--- src/rtl/rtc_pkg.sv ---
package rtc_pkg;
  localparam int ADDR_W = 3;

  typedef enum logic [ADDR_W-1:0] {
    RA_CTRL   = 3'd0,
    RA_STATUS = 3'd1,
    RA_RELOAD = 3'd2,
    RA_COUNT  = 3'd3,
    RA_ALARM  = 3'd4
  } reg_addr_e;

  localparam int NFLAG     = 3;
  localparam int FLG_ALARM = 0;
  localparam int FLG_TICK  = 1;
  localparam int FLG_WRAP  = 2;

  localparam int CTRL_W   = 1 + NFLAG;
  localparam int CTL_CFG  = 0;
endpackage

--- src/rtl/rtc_prescaler.sv ---
module rtc_prescaler #(
  parameter int PRE_W        = 20,
  parameter int RESET_RELOAD = 32767
) (
  input  logic             clk,
  input  logic             rst,
  input  logic             hold,
  input  logic [PRE_W-1:0] reload,
  output logic             tick,
  output logic [PRE_W-1:0] div
);
  localparam logic [PRE_W-1:0] RST_V = PRE_W'(RESET_RELOAD);

  // Down-counter; held at the reload value while configuring.
  always_ff @(posedge clk) begin
    if (rst)                 div <= RST_V;
    else if (hold)           div <= reload;
    else if (div == '0)      div <= reload;
    else                     div <= div - PRE_W'(1);
  end

  assign tick = !hold && (div == '0);
endmodule

--- src/rtl/rtc_counter.sv ---
module rtc_counter #(
  parameter int CNT_W = 32
) (
  input  logic             clk,
  input  logic             rst,
  input  logic             tick,
  input  logic             load_en,
  input  logic [CNT_W-1:0] load_val,
  input  logic [CNT_W-1:0] alarm_val,
  output logic [CNT_W-1:0] count,
  output logic             alarm_hit,
  output logic             wrap_hit
);
  logic [CNT_W-1:0] count_inc;
  assign count_inc = count + CNT_W'(1);

  always_ff @(posedge clk) begin
    if (rst)          count <= '0;
    else if (load_en) count <= load_val;
    else if (tick)    count <= count_inc;
  end

  // Match is judged on the value a tick is about to produce.
  assign alarm_hit = tick && (count_inc == alarm_val);
  assign wrap_hit  = tick && (count == '1);
endmodule

--- src/rtl/rtc_regs.sv ---
module rtc_regs
  import rtc_pkg::*;
#(
  parameter int DATA_W       = 32,
  parameter int PRE_W        = 20,
  parameter int CNT_W        = 32,
  parameter int RESET_RELOAD = 32767
) (
  input  logic                   clk,
  input  logic                   rst,
  input  logic                   bus_we,
  input  logic [ADDR_W-1:0]      bus_addr,
  input  logic [DATA_W-1:0]      bus_wdata,
  output logic [DATA_W-1:0]      bus_rdata,
  input  logic [CNT_W-1:0]       count,
  input  logic [NFLAG-1:0]       flag_set,
  output logic                   cfg_mode,
  output logic [PRE_W-1:0]       reload_val,
  output logic [CNT_W-1:0]       alarm_val,
  output logic                   count_load,
  output logic [NFLAG-1:0]       flags,
  output logic [NFLAG-1:0]       irq_en,
  output logic                   irq
);
  logic [CTRL_W-1:0] ctrl_q;
  logic [NFLAG-1:0]  flag_clr;
  logic              wr_ctrl, wr_stat, wr_rel, wr_cnt, wr_alm;

  assign wr_ctrl = bus_we && (bus_addr == RA_CTRL);
  assign wr_stat = bus_we && (bus_addr == RA_STATUS);
  assign wr_rel  = bus_we && (bus_addr == RA_RELOAD);
  assign wr_cnt  = bus_we && (bus_addr == RA_COUNT);
  assign wr_alm  = bus_we && (bus_addr == RA_ALARM);

  assign cfg_mode   = ctrl_q[CTL_CFG];
  assign irq_en     = ctrl_q[CTRL_W-1:1];
  assign count_load = wr_cnt && cfg_mode;
  assign flag_clr   = wr_stat ? bus_wdata[NFLAG-1:0] : '0;

  always_ff @(posedge clk) begin
    if (rst) begin
      ctrl_q     <= '0;
      reload_val <= PRE_W'(RESET_RELOAD);
      alarm_val  <= '0;
    end else begin
      if (wr_ctrl)             ctrl_q     <= bus_wdata[CTRL_W-1:0];
      if (wr_rel && cfg_mode)  reload_val <= bus_wdata[PRE_W-1:0];
      if (wr_alm)              alarm_val  <= bus_wdata[CNT_W-1:0];
    end
  end

  // Sticky flags: hardware set wins over a software clear.
  for (genvar i = 0; i < NFLAG; i++) begin : g_flag
    always_ff @(posedge clk) begin
      if (rst) flags[i] <= 1'b0;
      else     flags[i] <= (flags[i] && !flag_clr[i]) || flag_set[i];
    end
  end

  always_ff @(posedge clk) begin
    if (rst) begin
      irq       <= 1'b0;
      bus_rdata <= '0;
    end else begin
      irq <= |(flags & irq_en);
      case (bus_addr)
        RA_CTRL:   bus_rdata <= DATA_W'(ctrl_q);
        RA_STATUS: bus_rdata <= DATA_W'(flags);
        RA_RELOAD: bus_rdata <= DATA_W'(reload_val);
        RA_COUNT:  bus_rdata <= DATA_W'(count);
        RA_ALARM:  bus_rdata <= DATA_W'(alarm_val);
        default:   bus_rdata <= '0;
      endcase
    end
  end
endmodule

--- src/rtl/rtc_core.sv ---
module rtc_core
  import rtc_pkg::*;
#(
  parameter int DATA_W       = 32,
  parameter int PRE_W        = 20,
  parameter int CNT_W        = 32,
  parameter int RESET_RELOAD = 32767
) (
  input  logic              clk,
  input  logic              rst,
  input  logic              bus_we,
  input  logic [2:0]        bus_addr,
  input  logic [DATA_W-1:0] bus_wdata,
  output logic [DATA_W-1:0] bus_rdata,
  output logic              irq
);
  logic             cfg_mode, tick, count_load, alarm_hit, wrap_hit;
  logic [PRE_W-1:0] reload_val, div_val;
  logic [CNT_W-1:0] alarm_val, count_val;
  logic [NFLAG-1:0] flags, irq_en, flag_set;

  always_comb begin
    flag_set            = '0;
    flag_set[FLG_ALARM] = alarm_hit;
    flag_set[FLG_TICK]  = tick;
    flag_set[FLG_WRAP]  = wrap_hit;
  end

  rtc_prescaler #(.PRE_W(PRE_W), .RESET_RELOAD(RESET_RELOAD)) u_pre (
    .clk(clk), .rst(rst), .hold(cfg_mode), .reload(reload_val),
    .tick(tick), .div(div_val)
  );

  rtc_counter #(.CNT_W(CNT_W)) u_cnt (
    .clk(clk), .rst(rst), .tick(tick), .load_en(count_load),
    .load_val(bus_wdata[CNT_W-1:0]), .alarm_val(alarm_val),
    .count(count_val), .alarm_hit(alarm_hit), .wrap_hit(wrap_hit)
  );

  rtc_regs #(.DATA_W(DATA_W), .PRE_W(PRE_W), .CNT_W(CNT_W),
             .RESET_RELOAD(RESET_RELOAD)) u_regs (
    .clk(clk), .rst(rst), .bus_we(bus_we), .bus_addr(bus_addr),
    .bus_wdata(bus_wdata), .bus_rdata(bus_rdata), .count(count_val),
    .flag_set(flag_set), .cfg_mode(cfg_mode), .reload_val(reload_val),
    .alarm_val(alarm_val), .count_load(count_load), .flags(flags),
    .irq_en(irq_en), .irq(irq)
  );
endmodule

--- config.mk ---
export PLATFORM = sky130hd
export DESIGN_NAME = rtc_core
export DESIGN_NICKNAME = d
export VERILOG_FILES = /design/src/rtl/rtc_pkg.sv /design/src/rtl/rtc_prescaler.sv /design/src/rtl/rtc_counter.sv /design/src/rtl/rtc_regs.sv /design/src/rtl/rtc_core.sv
export SDC_FILE = /design/constraint.sdc
export NUM_CORES = 1
export LEC_CHECK = 0
export BUFFER_PORTS_ARGS = -buffer_cell sky130_fd_sc_hd__buf_4
export CORE_MARGIN = 10
export CORE_UTILIZATION = 64
export DETAILED_ROUTE_END_ITERATION = 6
export GPL_TIMING_DRIVEN = 0
export HOLD_SLACK_MARGIN = 0.06
export PLACE_DENSITY = 0.85
export RECOVER_POWER = 25
export SLEW_MARGIN = 20
export SYNTH_ARGS = -nofsm -noshare
export SYNTH_HDL_FRONTEND = slang
export SYNTH_SLANG_ARGS = --single-unit
--- constraint.sdc ---
create_clock -name clk -period 4.64 [get_ports clk]
set_clock_uncertainty 0.05 [all_clocks]
set_input_delay 0.928 -clock clk [delete_from_list [all_inputs] [get_ports clk]]
set_output_delay 0.928 -clock clk [all_outputs]
set_load 0.005 [all_outputs]
==> results of run 1 <==
[registers in the layout, indices dropped and copies added (netlist names)]
signal / count
u_regs.alarm_val: 32
u_pre.div: 20
u_regs.bus_rdata: 32
u_regs.reload_val: 20
u_regs.irq: 1
u_regs.flags: 3
u_cnt.count: 32
u_regs.ctrl_q: 4
[power breakdown]
group          leakage [nW]  total, mW  internal [mW]  switching, mW
clock                 0.316       1.49          0.953          0.539
combinational          1.54      0.176         0.0658          0.110
sequential             1.16       1.27           1.25         0.0151
[worst paths after layout]
kind / start / to / slack (ns) / cells past startpoint
max reg2reg: u_pre.div[14] / u_cnt.count[22] / 1.15 / 7
max: bus_addr[1] / u_regs.reload_val[15] / 1.04 / 9
min: u_regs.flags[2] / u_regs.flags[2] / 0.42 / 2
min reg2reg: u_regs.flags[2] / u_regs.flags[2] / 0.42 / 2
[stage by stage]
step           instances  instance area (um2)  utilization (%)
4_1_cts             1170                 8710             76.6
3_5_place_dp        1138                 8070             71.0
2_1_floorplan        929                 7400                -
6_report            1170                 8690             76.4
3_3_place_gp        1138                 8070             71.0
5_1_grt             1170                 8690             76.4
[layer usage]
metal,track usage [%],up-vias
met5,0,-
met4,12.3,0
met3,6.33,93
met2,44.1,498
met1,36.8,3546
li1,-,3462
[critical path: stages]
cell,delay [ns]
clkbuf_1,0.38
nor2b_1,0.24
buf_2,0.27
nand3_1,0.12
nor2_1,0.50
clkbuf_1,0.44
buf_1,0.63
mux2i_1,0.26
nor2_1,0.05
[synth_stat cells, types with 3 or more instances]
master,number
a211o_1,29
a211oi_1,7
a21oi_1,90
a221oi_1,8
a222oi_1,4
a22oi_1,33
a31oi_1,9
a32oi_1,5
and2_1,5
and3_1,11
and4_1,3
buf_1,7
buf_2,8
buf_4,6
buf_6,4
clkbuf_1,57
dfxtp_1,144
ha_1,3
inv_1,9
mux2i_1,11
mux4_2,3
nand2_1,113
nand2b_1,3
nand3_1,15
nand3b_1,4
nand4_1,11
nor2_1,118
nor2b_1,25
nor3_1,23
nor3b_1,8
nor4_1,14
o211ai_1,3
o21ai_0,36
or3_1,6
or4_1,9
xnor2_1,42
xor2_1,17
[layout make-up]
cell class | count | area, um2
Buffer | 83 | 375
Clock buffer | 22 | 484
Clock inverter | 10 | 156
Fill cell | 860 | 2680
Inverter | 9 | 33.8
Multi-Input combinational cell | 693 | 4100
Sequential cell | 144 | 2880
Tap cell | 143 | 179
Timing Repair Buffer | 66 | 480
[cells by family (layout without fill, tap and decap cells)]
group | after synthesis | count (layout) | share of synthesized area (%)
AOI/OAI and AO/OA | 237 | 237 | 20.8
xor gates and xnor gates | 59 | 59 | 6.99
buffers and inverters | 92 | 190 | 5.53
adders and majority gates | 3 | 3 | 0.508
and+or+nand+nor | 380 | 380 | 24.8
DFF | 144 | 144 | 39.0
muxes | 14 | 14 | 2.40
==> results.json, run 1 <==
{
  "worst_setup_path_end_kind": "flip-flop",
  "layout_commonest_cell": "dfxtp_1",
  "synth_edf_count": 0,
  "clock_latency_ns": 0.44,
  "synth_cell_types": 59,
  "tns_ns": 0,
  "async_flop_share_pct": 0,
  "dpl.hpwl_mm": 16.6,
  "holdCritPathClass": "flip-flop to flip-flop",
  "grt_pass1_vias": 6834,
  "yosys_warnings": 0,
  "status": "finished with violations",
  "required_ns": 4.88,
  "clkTransAtPathRegs_ns": 0.05,
  "rsz0062_at_grt": "no",
  "cap_violations": 0,
  "routed-wl-met2_mm": 10.8,
  "cts-resized-gates": 0,
  "synth-seq-cells": 144,
  "arrival_ns": 3.84,
  "grt_max_degree": 17,
  "grt-ovfl-total": 0,
  "ys_seq_area_share_pct": 39.0,
  "track_usage_pct": 28.3,
  "postCtsSetupBuffers": 0,
  "synth_top_cell_by_area": "dfxtp_1",
  "leakage_nw": 3.02,
  "final_nets": 1055,
  "synth_ff_type": "dfxtp_1",
  "die_w_um": 128,
  "tightest_slew_ns": 1.05,
  "hold_buffers": 0,
  "power.total_mw": 2.94,
  "root_buffer": "clkbuf_16",
  "place_congestion": 0.989,
  "fp.dieH_um": 128,
  "grt_pass1_wl_mm": 36.9,
  "finalMaxSlewViolations": 0,
  "worst_slack_ns": 1.04,
  "synthTopCellsByArea": "dfxtp_1 (39%), a21oi_1 (6.1%), nor2_1 (6.0%), nand2_1 (5.7%), xnor2_1 (5.0%)",
  "final_hold_viol_count": 0,
  "clock_path_buffers": 2,
  "cp-start-kind": "input port",
  "antenna_found_initial": 0,
  "syn-num-nets": 970,
  "post_drt_wl_per_cell_um": 20.4,
  "met3_length_mm": 2.65,
  "ir_worst_vdd_mv": 0.333,
  "first_iter_violations": 1224,
  "cp_max_fo": 10,
  "dr_total_vias": 7599,
  "synth_top_cell_area_share_pct": 39.0,
  "drt-met1-wl_mm": 9.52,
  "finalSetupViolCount": 0,
  "core_area_um2": 11400,
  "layout_common_cells": "dfxtp_1 (144), nor2_1 (118), nand2_1 (113), a21oi_1 (90), clkbuf_1 (63)",
  "period_needed_ns": 3.60,
  "initial_core_util_pct": 65.0,
  "row_count": 39,
  "diodes": 0,
  "drc": 2,
  "drtAntennaViolNets": 0,
  "period_share_pct": 77.6,
  "io_buffers": 66,
  "preCtsSetupSlack_ns": 0.775,
  "violations": "design-rule violations",
  "drive_gt1_share_pct": 12.2,
  "firstDrtPassIters": 7,
  "routed.top_layer": "met4",
  "fin_hold_ws_ns": 0.420,
  "avgSynthCellArea_um2": 7.96,
  "worstSetupPathType": "input port to flip-flop",
  "power_density_nw_per_um2": 338,
  "cts_max_level": 4,
  "cts_tree": "done",
  "die-area_um2": 16300,
  "numCtsBuffers": 17,
  "max-slew-margin-rel_pct": 29.2,
  "areaGrowthSynthToFinish_pct": 17.5,
  "clock_sinks": 144,
  "max_freq_mhz": 278,
  "vias_per_cell": 6.49,
  "syn_inst": 929,
  "routed_wl_mm": 23.9,
  "pin_count": 71,
  "synth_area_um2": 7400
}
Power figures use the tool's default switching activity.
==> inputs of run 2 (changes only) <==
--- a/config.mk
+++ b/config.mk
@@ -7,11 +7,11 @@
 export LEC_CHECK = 0
 export BUFFER_PORTS_ARGS = -buffer_cell sky130_fd_sc_hd__buf_4
 export CORE_MARGIN = 10
-export CORE_UTILIZATION = 64
+export CORE_UTILIZATION = 54
 export DETAILED_ROUTE_END_ITERATION = 6
 export GPL_TIMING_DRIVEN = 0
 export HOLD_SLACK_MARGIN = 0.06
-export PLACE_DENSITY = 0.85
+export PLACE_DENSITY = 0.77
 export RECOVER_POWER = 25
 export SLEW_MARGIN = 20
 export SYNTH_ARGS = -nofsm -noshare
==> constraint.sdc (replaced) <==
create_clock -name clk -period 3.3 [get_ports clk]
set_clock_uncertainty 0.05 [all_clocks]
set_input_delay 0.66 -clock clk [delete_from_list [all_inputs] [get_ports clk]]
set_output_delay 0.66 -clock clk [all_outputs]
set_load 0.005 [all_outputs]
==> run 2 against run 1 <==
  * The run now ends clean
  * Core utilization is 11 points lower
  * Register-to-register slack got worse by 1.0 ns
  * Design area grew 0.98%
  * Wire length is 2.0% higher
  * Largest cell class unchanged
  * Largest power group unchanged
==> results.json, run 2 (synthesis results as in run 1) <==
{
  "holdCritPathClass": "input port to flip-flop",
  "grt_max_degree": 17,
  "place_congestion": 0.957,
  "numCtsBuffers": 17,
  "rsz0062_at_grt": "no",
  "routed_wl_mm": 24.3,
  "clock_path_buffers": 2,
  "finalMaxSlewViolations": 0,
  "reg_top3": "u_cnt.count x32, u_regs.alarm_val x32, u_regs.bus_rdata x32",
  "placed_cells": 1171,
  "pin_count": 71,
  "dpl.hpwl_mm": 17.4,
  "diodes": 0,
  "fin_hold_ws_ns": 0.408,
  "first_iter_violations": 848,
  "post_drt_wl_per_cell_um": 20.2,
  "fillCellCount": 1191,
  "final_nets": 1055,
  "final_hold_viol_count": 0,
  "fin_cells": 1203,
  "cap_violations": 0,
  "antenna_found_initial": 0,
  "period_needed_ns": 3.20,
  "clock_sinks": 144,
  "layout_common_cells": "dfxtp_1 (142), nor2_1 (118), nand2_1 (113), a21oi_1 (90), clkbuf_1 (67)",
  "leakage_nw": 3.03,
  "cp-start-kind": "flip-flop",
  "core_area_um2": 13300,
  "layout_commonest_cell": "dfxtp_1",
  "max_freq_mhz": 313,
  "areaGrowthSynthToFinish_pct": 18.7,
  "power.total_mw": 4.23,
  "required_ns": 3.60,
  "dr_total_vias": 7437,
  "hold_buffers": 0,
  "root_buffer": "clkbuf_16",
  "vias_per_cell": 6.18,
  "row_count": 42,
  "firstDrtPassIters": 6,
  "io_buffers": 66,
  "cts_max_level": 4,
  "grt-ovfl-total": 0,
  "drtAntennaViolNets": 0,
  "finalSetupViolCount": 0,
  "postCtsSetupBuffers": 0,
  "postPlaceCellArea_um2": 8110,
  "stdcell_area_um2": 8780,
  "fp.dieH_um": 137,
  "max-slew-margin-rel_pct": 32.3,
  "final_core_util_pct": 65.8,
  "status": "finished, final reports clean",
  "track_usage_pct": 25.8,
  "cp_max_fo": 8,
  "ir_worst_vdd_mv": 0.354,
  "die_w_um": 137,
  "die-area_um2": 18800,
  "arrival_ns": 3.50,
  "period_share_pct": 96.8,
  "drive_gt1_share_pct": 12.5,
  "clock_latency_ns": 0.44,
  "grt_pass1_wl_mm": 37.8,
  "drc": 0,
  "initial_core_util_pct": 55.4,
  "power_density_nw_per_um2": 482,
  "worst_setup_path_end_kind": "flip-flop",
  "tightest_slew_ns": 1.00,
  "grt_pass1_vias": 6844,
  "cts_tree": "done",
  "worstSetupPathType": "flip-flop to flip-flop",
  "clkTransAtPathRegs_ns": 0.06
}
-- run 2: path summary, 6_finish.rpt --
| path | depth (start not counted) | slack [ns] | start | to |
|---|---|---|---|---|
| setup reg to reg | 10 | 0.10 | u_cnt.count[0] | u_regs.flags[0] |
| setup / recovery | 10 | 0.10 | u_cnt.count[0] | u_regs.flags[0] |
| hold reg to reg | 2 | 0.43 | u_regs.alarm_val[25] | u_regs.alarm_val[25] |
| hold / removal | 2 | 0.41 | bus_wdata[10] | u_regs.reload_val[10] |
-- run 2: layout make-up --
cell class                 count  area (um2)  area share, %
timing repair buffer          66         469           5.35
buffer                        83         378           4.31
inverter                       9        33.8          0.385
sequential                   144        2890           32.9
clock inverter                 8         174           1.98
tap                          176         220           2.51
multi-input combinational    693        4120           46.9
clock buffer                  24         502           5.72
-- run 2: what timing repair did --
item                       CTS  global route
cloned                       0             0
gates resized for setup      1             6
setup endpoints to repair    4            19
-- run 2: routing by layer --
metal  share of wire [%]  vias up  global-route usage, %
met5                   0        -                      0
met4                 3.0        0                   9.31
met3                 9.8       64                   8.10
met2                  45      383                   40.0
met1                  42     3526                   33.1
li1                    -     3464                      -
-- run 2: through the flow --
stage	TNS (ns)	setup slack [ns]
floorplan	0	0.334
global placement	-2.79	-0.269
CTS	0	0.0253
finish	0	0.104
global route	0	0.00433
detailed placement	-3.41	-0.301
-- run 2: power breakdown --
part | switching [mW] | internal [mW] | total, mW
registers | 0.0214 | 1.76 | 1.78
logic | 0.152 | 0.0924 | 0.244
clock network | 0.756 | 1.44 | 2.20
total | 0.930 | 3.30 | 4.23
-- run 2: critical path, cell delays in order (launching register included) --
cell	delay (ns)
dfxtp_2	0.42
ha_1	0.17
buf_4	0.15
and3_1	0.18
buf_6	0.14
nand2_4	0.09
or4_1	0.55
a32o_1	0.24
or4_1	0.48
or4_1	0.43
o31ai_2	0.22
